--- config.mk ---
export PLATFORM = sky130hd
export DESIGN_NAME = gpio_irq_bank
export DESIGN_NICKNAME = d
export VERILOG_FILES = /design/src/rtl/gsb_pkg.sv /design/src/rtl/gsb_sync.sv /design/src/rtl/gsb_line_sense.sv /design/src/rtl/gsb_regs.sv /design/src/rtl/gpio_irq_bank.sv
export SDC_FILE = /design/constraint.sdc
export NUM_CORES = 1
export LEC_CHECK = 0
export ABC_AREA = 1
export BUFFER_PORTS_ARGS = -buffer_cell sky130_fd_sc_hd__buf_2
export CORE_UTILIZATION = 30
export CTS_BUF_LIST = sky130_fd_sc_hd__clkbuf_8
export CTS_CLUSTER_SIZE = 10
export DETAILED_ROUTE_END_ITERATION = 8
export GPL_TIMING_DRIVEN = 0
export PLACE_DENSITY = 0.44
export SYNTH_ARGS = -nofsm -noshare
export SYNTH_HDL_FRONTEND = slang
export SYNTH_SLANG_ARGS = --single-unit
--- constraint.sdc ---
create_clock -name clk -period 1.68 [get_ports clk]
set_input_delay 0.336 -clock clk [delete_from_list [all_inputs] [get_ports clk]]
set_output_delay 0.336 -clock clk [all_outputs]
set_load 0.005 [all_outputs]
--- src/rtl/gsb_pkg.sv ---
package gsb_pkg;

    localparam int OFS_W = 8;

    localparam logic [OFS_W-1:0] OFS_MODE   = 8'h00;
    localparam logic [OFS_W-1:0] OFS_DIR    = 8'h04;
    localparam logic [OFS_W-1:0] OFS_DOUT   = 8'h08;
    localparam logic [OFS_W-1:0] OFS_DIN    = 8'h0C;
    localparam logic [OFS_W-1:0] OFS_STAT   = 8'h10;
    localparam logic [OFS_W-1:0] OFS_CLR    = 8'h14;
    localparam logic [OFS_W-1:0] OFS_MASK   = 8'h18;
    localparam logic [OFS_W-1:0] OFS_UNMASK = 8'h1C;
    localparam logic [OFS_W-1:0] OFS_POL    = 8'h20;
    localparam logic [OFS_W-1:0] OFS_EDGE   = 8'h24;
    localparam logic [OFS_W-1:0] OFS_BOTH   = 8'h4C;

    typedef enum logic [2:0] {
        SNS_OFF         = 3'd0,
        SNS_LVL_QUIET   = 3'd1,
        SNS_LVL_ACTIVE  = 3'd2,
        SNS_EDG_ARMED   = 3'd3,
        SNS_EDG_LATCHED = 3'd4
    } sns_state_e;

    typedef struct packed {
        logic irq_en;
        logic neg;
        logic edge_sel;
        logic both;
    } line_cfg_t;

endpackage

--- src/rtl/gsb_sync.sv ---
module gsb_sync #(
    parameter int WIDTH  = 32,
    parameter int STAGES = 2
) (
    input  logic             clk,
    input  logic             rst_n,
    input  logic [WIDTH-1:0] async_i,
    output logic [WIDTH-1:0] lvl_o,
    output logic [WIDTH-1:0] lvl_d_o
);
    localparam int LAST = STAGES - 1;

    logic [STAGES-1:0][WIDTH-1:0] chain;
    logic [WIDTH-1:0]             prev_q;

    for (genvar s = 0; s < STAGES; s++) begin : g_stage
        if (s == 0) begin : g_first
            always_ff @(posedge clk or negedge rst_n) begin
                if (!rst_n) chain[s] <= '0;
                else        chain[s] <= async_i;
            end
        end else begin : g_next
            always_ff @(posedge clk or negedge rst_n) begin
                if (!rst_n) chain[s] <= '0;
                else        chain[s] <= chain[s-1];
            end
        end
    end

    always_ff @(posedge clk or negedge rst_n) begin
        if (!rst_n) prev_q <= '0;
        else        prev_q <= chain[LAST];
    end

    assign lvl_o   = chain[LAST];
    assign lvl_d_o = prev_q;

endmodule

--- src/rtl/gsb_line_sense.sv ---
module gsb_line_sense
    import gsb_pkg::*;
(
    input  logic      clk,
    input  logic      rst_n,
    input  line_cfg_t cfg,
    input  logic      lvl,
    input  logic      lvl_d,
    input  logic      clr,
    output logic      pend
);
    sns_state_e state_q, state_d;
    logic       q_now, q_old, evt;

    assign q_now = lvl ^ cfg.neg;
    assign q_old = lvl_d ^ cfg.neg;
    assign evt   = cfg.both ? (lvl ^ lvl_d) : (q_now & ~q_old);

    always_ff @(posedge clk or negedge rst_n) begin
        if (!rst_n) state_q <= SNS_OFF;
        else        state_q <= state_d;
    end

    always_comb begin
        state_d = state_q;
        if (!cfg.irq_en) begin
            state_d = SNS_OFF;
        end else if (!cfg.edge_sel) begin
            state_d = q_now ? SNS_LVL_ACTIVE : SNS_LVL_QUIET;
        end else begin
            unique case (state_q)
                SNS_EDG_LATCHED: state_d = (evt || !clr) ? SNS_EDG_LATCHED : SNS_EDG_ARMED;
                default:         state_d = evt ? SNS_EDG_LATCHED : SNS_EDG_ARMED;
            endcase
        end
    end

    always_comb begin
        unique case (state_q)
            SNS_LVL_ACTIVE,
            SNS_EDG_LATCHED: pend = 1'b1;
            default:         pend = 1'b0;
        endcase
    end


    evt_beats_clr_chk: assert property (@(posedge clk) disable iff (!rst_n)
        (cfg.irq_en && cfg.edge_sel && evt && clr) |=> pend);


    latch_holds_chk: assert property (@(posedge clk) disable iff (!rst_n)
        (cfg.irq_en && cfg.edge_sel && pend && !clr) |=> pend);


    off_line_quiet_chk: assert property (@(posedge clk) disable iff (!rst_n)
        !cfg.irq_en |=> !pend);

endmodule

--- src/rtl/gsb_regs.sv ---
module gsb_regs
    import gsb_pkg::*;
#(
    parameter int W  = 32,
    parameter int AW = 8
) (
    input  logic          clk,
    input  logic          rst_n,
    input  logic [AW-1:0] addr,
    input  logic          wr_en,
    input  logic [W-1:0]  wdata,
    output logic [W-1:0]  rdata,
    input  logic [W-1:0]  din,
    input  logic [W-1:0]  pend,
    output logic [W-1:0]  mode,
    output logic [W-1:0]  dir,
    output logic [W-1:0]  dout,
    output logic [W-1:0]  neg,
    output logic [W-1:0]  edge_sel,
    output logic [W-1:0]  both,
    output logic [W-1:0]  mask,
    output logic [W-1:0]  clr
);
    always_ff @(posedge clk or negedge rst_n) begin
        if (!rst_n) begin
            mode     <= '0;
            dir      <= '0;
            dout     <= '0;
            neg      <= '0;
            edge_sel <= '0;
            both     <= '0;
            mask     <= '0;
        end else if (wr_en) begin
            case (addr)
                AW'(OFS_MODE):   mode     <= wdata;
                AW'(OFS_DIR):    dir      <= wdata;
                AW'(OFS_DOUT):   dout     <= wdata;
                AW'(OFS_POL):    neg      <= wdata;
                AW'(OFS_EDGE):   edge_sel <= wdata;
                AW'(OFS_BOTH):   both     <= wdata;
                AW'(OFS_MASK):   mask     <= mask & wdata;
                AW'(OFS_UNMASK): mask     <= mask | wdata;
                default: ;
            endcase
        end
    end

    assign clr = (wr_en && addr == AW'(OFS_CLR)) ? wdata : '0;

    always_comb begin
        case (addr)
            AW'(OFS_MODE): rdata = mode;
            AW'(OFS_DIR):  rdata = dir;
            AW'(OFS_DOUT): rdata = dout;
            AW'(OFS_DIN):  rdata = din;
            AW'(OFS_STAT): rdata = pend;
            AW'(OFS_MASK): rdata = mask;
            AW'(OFS_POL):  rdata = neg;
            AW'(OFS_EDGE): rdata = edge_sel;
            AW'(OFS_BOTH): rdata = both;
            default:       rdata = '0;
        endcase
    end


    mask_and_chk: assert property (@(posedge clk) disable iff (!rst_n)
        (wr_en && addr == AW'(OFS_MASK)) |=> ((mask & ~$past(wdata)) == '0));


    unmask_or_chk: assert property (@(posedge clk) disable iff (!rst_n)
        (wr_en && addr == AW'(OFS_UNMASK)) |=> ((mask & $past(wdata)) == $past(wdata)));

endmodule

--- src/rtl/gpio_irq_bank.sv ---
module gpio_irq_bank
    import gsb_pkg::*;
#(
    parameter int W     = 32,
    parameter int AW    = 8,
    parameter int SYNCS = 2
) (
    input  logic          clk,
    input  logic          rst_n,
    input  logic [AW-1:0] bus_addr,
    input  logic          bus_wr,
    input  logic [W-1:0]  bus_wdata,
    output logic [W-1:0]  bus_rdata,
    input  logic [W-1:0]  pin_in,
    output logic [W-1:0]  pin_out,
    output logic [W-1:0]  pin_oe,
    output logic          irq_o
);
    logic [W-1:0] lvl, lvl_d, pend;
    logic [W-1:0] mode, dir, dout, neg, edge_sel, both, mask, clr;

    gsb_sync #(.WIDTH(W), .STAGES(SYNCS)) u_sync (
        .clk     (clk),
        .rst_n   (rst_n),
        .async_i (pin_in),
        .lvl_o   (lvl),
        .lvl_d_o (lvl_d)
    );

    gsb_regs #(.W(W), .AW(AW)) u_regs (
        .clk      (clk),
        .rst_n    (rst_n),
        .addr     (bus_addr),
        .wr_en    (bus_wr),
        .wdata    (bus_wdata),
        .rdata    (bus_rdata),
        .din      (lvl),
        .pend     (pend),
        .mode     (mode),
        .dir      (dir),
        .dout     (dout),
        .neg      (neg),
        .edge_sel (edge_sel),
        .both     (both),
        .mask     (mask),
        .clr      (clr)
    );

    for (genvar i = 0; i < W; i++) begin : g_line
        line_cfg_t cfg;
        assign cfg = '{irq_en: mode[i], neg: neg[i], edge_sel: edge_sel[i], both: both[i]};

        gsb_line_sense u_sense (
            .clk   (clk),
            .rst_n (rst_n),
            .cfg   (cfg),
            .lvl   (lvl[i]),
            .lvl_d (lvl_d[i]),
            .clr   (clr[i]),
            .pend  (pend[i])
        );
    end

    assign pin_oe  = dir & ~mode;
    assign pin_out = dout & pin_oe;
    assign irq_o   = |(pend & mask);


    irq_needs_enable_chk: assert property (@(posedge clk) disable iff (!rst_n)
        (mask == '0) |-> !irq_o);


    oe_off_in_irq_mode_chk: assert property (@(posedge clk) disable iff (!rst_n)
        ((pin_oe & mode) == '0));

endmodule

==> flow_summary.ini <==
[setup_path]
cp-start-kind = flop
worst_path_most_repeated_cell = nand2_4
worstSetupPathType = reg2out
r2r_start = g_line[30].u_sense.state_q[0]
required_ns = 1.34
reg2reg_slack_ns = 0.12
slowest_stage = dfrtp_1
cp_data_arrival_time_ns = 1.97
path_max_fanout = 3
r2r_cells = 12
critPathCaptureType = output pin
critPathMaxStageDelay_ns = 0.41
crit_end = irq_o
r2r-end = g_line[30].u_sense.state_q[0]
cp-startpoint = g_line[30].u_sense.state_q[1]
worstPathCellList = nand2_1 > nand2_2 > nand3_4 > nand2_4 > nor2_4 > nand2_4 > nor2_4 > nand2_4 > buf_6

[layout]
fin_cells = 3852
multi_input_area_mm2 = 0.00900
design_area_mm2 = 0.0271
layout.nets = 3017
fin_util_pct = 42.0
fillers = 6586
area_growth_pct = 38.1
drive_above_1_share_pct = 27.6
regArea_mm2 = 0.0104

[logic_synthesis]
yosys-top-cells-count = nand2_1, dfrtp_1, inv_1
synth_area_leader_cell = dfrtp_1
synth.most_common_cell = nand2_1
synth_area_leaders = dfrtp_1, nand2_1, o21ai_0, inv_1, nor2_1
synth_top_area_share_pct = 53.1
syn_inst = 2508
syn_area_mm2 = 0.0196
synth_cell_type_count = 28
ys_seq_area_share_pct = 53.1
ys.flop_type = dfrtp_1
yosys_warnings = 0
synth-seq-cells = 416
avgSynthCellArea_um2 = 7.82
synth-edff-count = 0
synth_async_sr_flop_share_pct = 100
syn_nets = 2583

[grt]
grt_first_pass_wirelength_um = 113000
globalRouteMet3Util_pct = 4.63
grt_usage_pct = 22.9
busiest_layer = met2
grt_max_degree = 111
use_met2_pct = 37.1
antenna_found_initial = 3
overflow = 0
first_global_vias = 18300
use_met1_pct = 30.2

[clocking]
cts_tree = yes
cts_buffer_depth = 3
clock_latency_ns = 0.70
cts-root-buf = clkbuf_8
cts_sinks = 416
htreeDepth = 3
cts_made_buffers = 80
clk_pin_slew_ns = 0.06

[floorplanning]
ios = 172
die-area_mm2 = 0.0664
initial_utilization_pct = 30.4
die_x_um = 258
die_y_um = 258
core_mm2 = 0.0645
row_count = 93

[sta]
worstMarginPinSlew_ns = 0.790
fmax_ghz = 0.434
slew_headroom_pct = 47.3
period_share_pct = 137
fin_skew_ns = 0.0605
drv_slew = 0
hold_violations = 0
fin_hold_ws_ns = 0.0385
finalSetupViolations = 200
fin_crit_ns = 2.30
final.setup.tns_ns = -44.33
setup_ws_ns = -0.624
rsz0062_at_grt = yes

[route]
dr.pass1.iters = 5
drt-initial-drc-count = 1141
drt-total-wl_um = 76800
ant_nets = 0
drc = 0
post_drt_wl_per_cell_um = 19.9
avgViaCountPerCell = 4.84
vias = 18700

[power_and_ir_drop]
vdd_ir_drop_max_mv = 0.479
total_power_mw = 23.5
p_leak_nw = 12.8
p_per_area_mw_per_mm2 = 868

[placement]
pre_cts_slack_ns = -1.45
dp_hpwl_um = 48400
portBuffers = 170
gp_congestion = 0.860
placed_area_mm2 = 0.0217
place_inst = 3537

[outcome]
violations = setup timing
status = complete, but fails checks

[run]
maxCapViolCount = 0

[worst_hold_path]
hold_path.class = in2reg
critical path, delay by kind of cell, from the launching register on:
kind | cells | cell delay, ns
and+or+nand+nor | 8 | 0.75
DFF | 1 | 0.41
buffers and inverters | 1 | 0.12
final cells by class:
cell class,instances,share of cell area (%)
Buffer,75,2.67
Tap cell,855,3.95
Clock inverter,38,0.878
Antenna cell,2,0.0185
Sequential cell,416,38.6
Timing Repair Buffer,352,10.8
Clock buffer,97,4.93
Multi-Input combinational cell,1672,33.2
Inverter,345,4.97
report_power, final:
part	switching (mW)	internal, mW	total, mW
Sequential	0.479	10.5	11.0
Clock	4.56	5.63	10.2
Combinational	1.41	0.915	2.32
Total	6.44	17.1	23.5
flip-flops by register name, summed over array words and instances (netlist names):
signal / cells
u_sync.lvl_o: 32
u_sync.lvl_d_o: 32
u_regs.edge_sel: 32
u_regs.dout: 32
u_regs.mode: 32
u_sync.chain: 32
g_line.u_sense.state_q: 96
u_regs.both: 32
u_regs.neg: 32
u_regs.mask: 32
u_regs.dir: 32
metal layers:
metal	wire length [µm]	vias up
met5	13	-
met4	2500	2
met3	5180	156
met2	35600	600
met1	33500	9096
li1	-	8807
cells by family (layout without fill, tap and decap cells):
kind of cell / Yosys count / count (layout) / synth area share [%]
AND/OR/NAND/NOR: 1166 / 1166 / 24.5
AO/OA/AOI/OAI: 474 / 474 / 12.6
buffers and inverters: 420 / 907 / 8.38
flip-flops: 416 / 416 / 53.1
XOR/XNOR: 32 / 32 / 1.43
other: 0 / 2 / 0
what timing repair did:
| action | 4_1_cts | 5_1_grt |
|---|---|---|
| endpoints found under the setup margin | 141 | 289 |
| endpoints found under the hold margin | 156 | 240 |
| gates resized for setup | 514 | 228 |
| pin swaps | 94 | 93 |
| gates cloned | 10 | 1 |
| setup buffers | 72 | 39 |
| hold buffers | 66 | 1 |
cells in the final DEF, fill, tap and decap left out, types with 36 or more instances in the layout:
cell and instances:
buf_6 45, nand3_1 101, o21ai_2 76, nor2_4 52, o21ai_1 56, a21oi_1 63, inv_1 329, inv_2 36
nand2_2 44, nand2_1 609, nor2_1 207, buf_4 65, o21ai_0 228, buf_2 172, dfrtp_1 388, clkbuf_8 99
dlygate4sd3_1 65
worst min-delay path by stage:
stage | cells after the start | start | end | slack (ns)
6_report | 3 | bus_addr[2] | u_regs.mask[1] | 0.04
5_1_grt | 3 | bus_addr[2] | u_regs.mask[1] | 0.04
4_1_cts | 3 | bus_addr[2] | u_regs.mask[1] | 0.09
3_5_place_dp | 1 | rst_n | u_sync.lvl_d_o[29] | 0.30
3_3_place_gp | 0 | u_sync.chain[24] | u_sync.lvl_o[24] | 0.33
2_1_floorplan | 0 | rst_n | g_line[0].u_sense.state_q[0] | 0.04
Note: power is estimated with default switching activity, not from simulation.
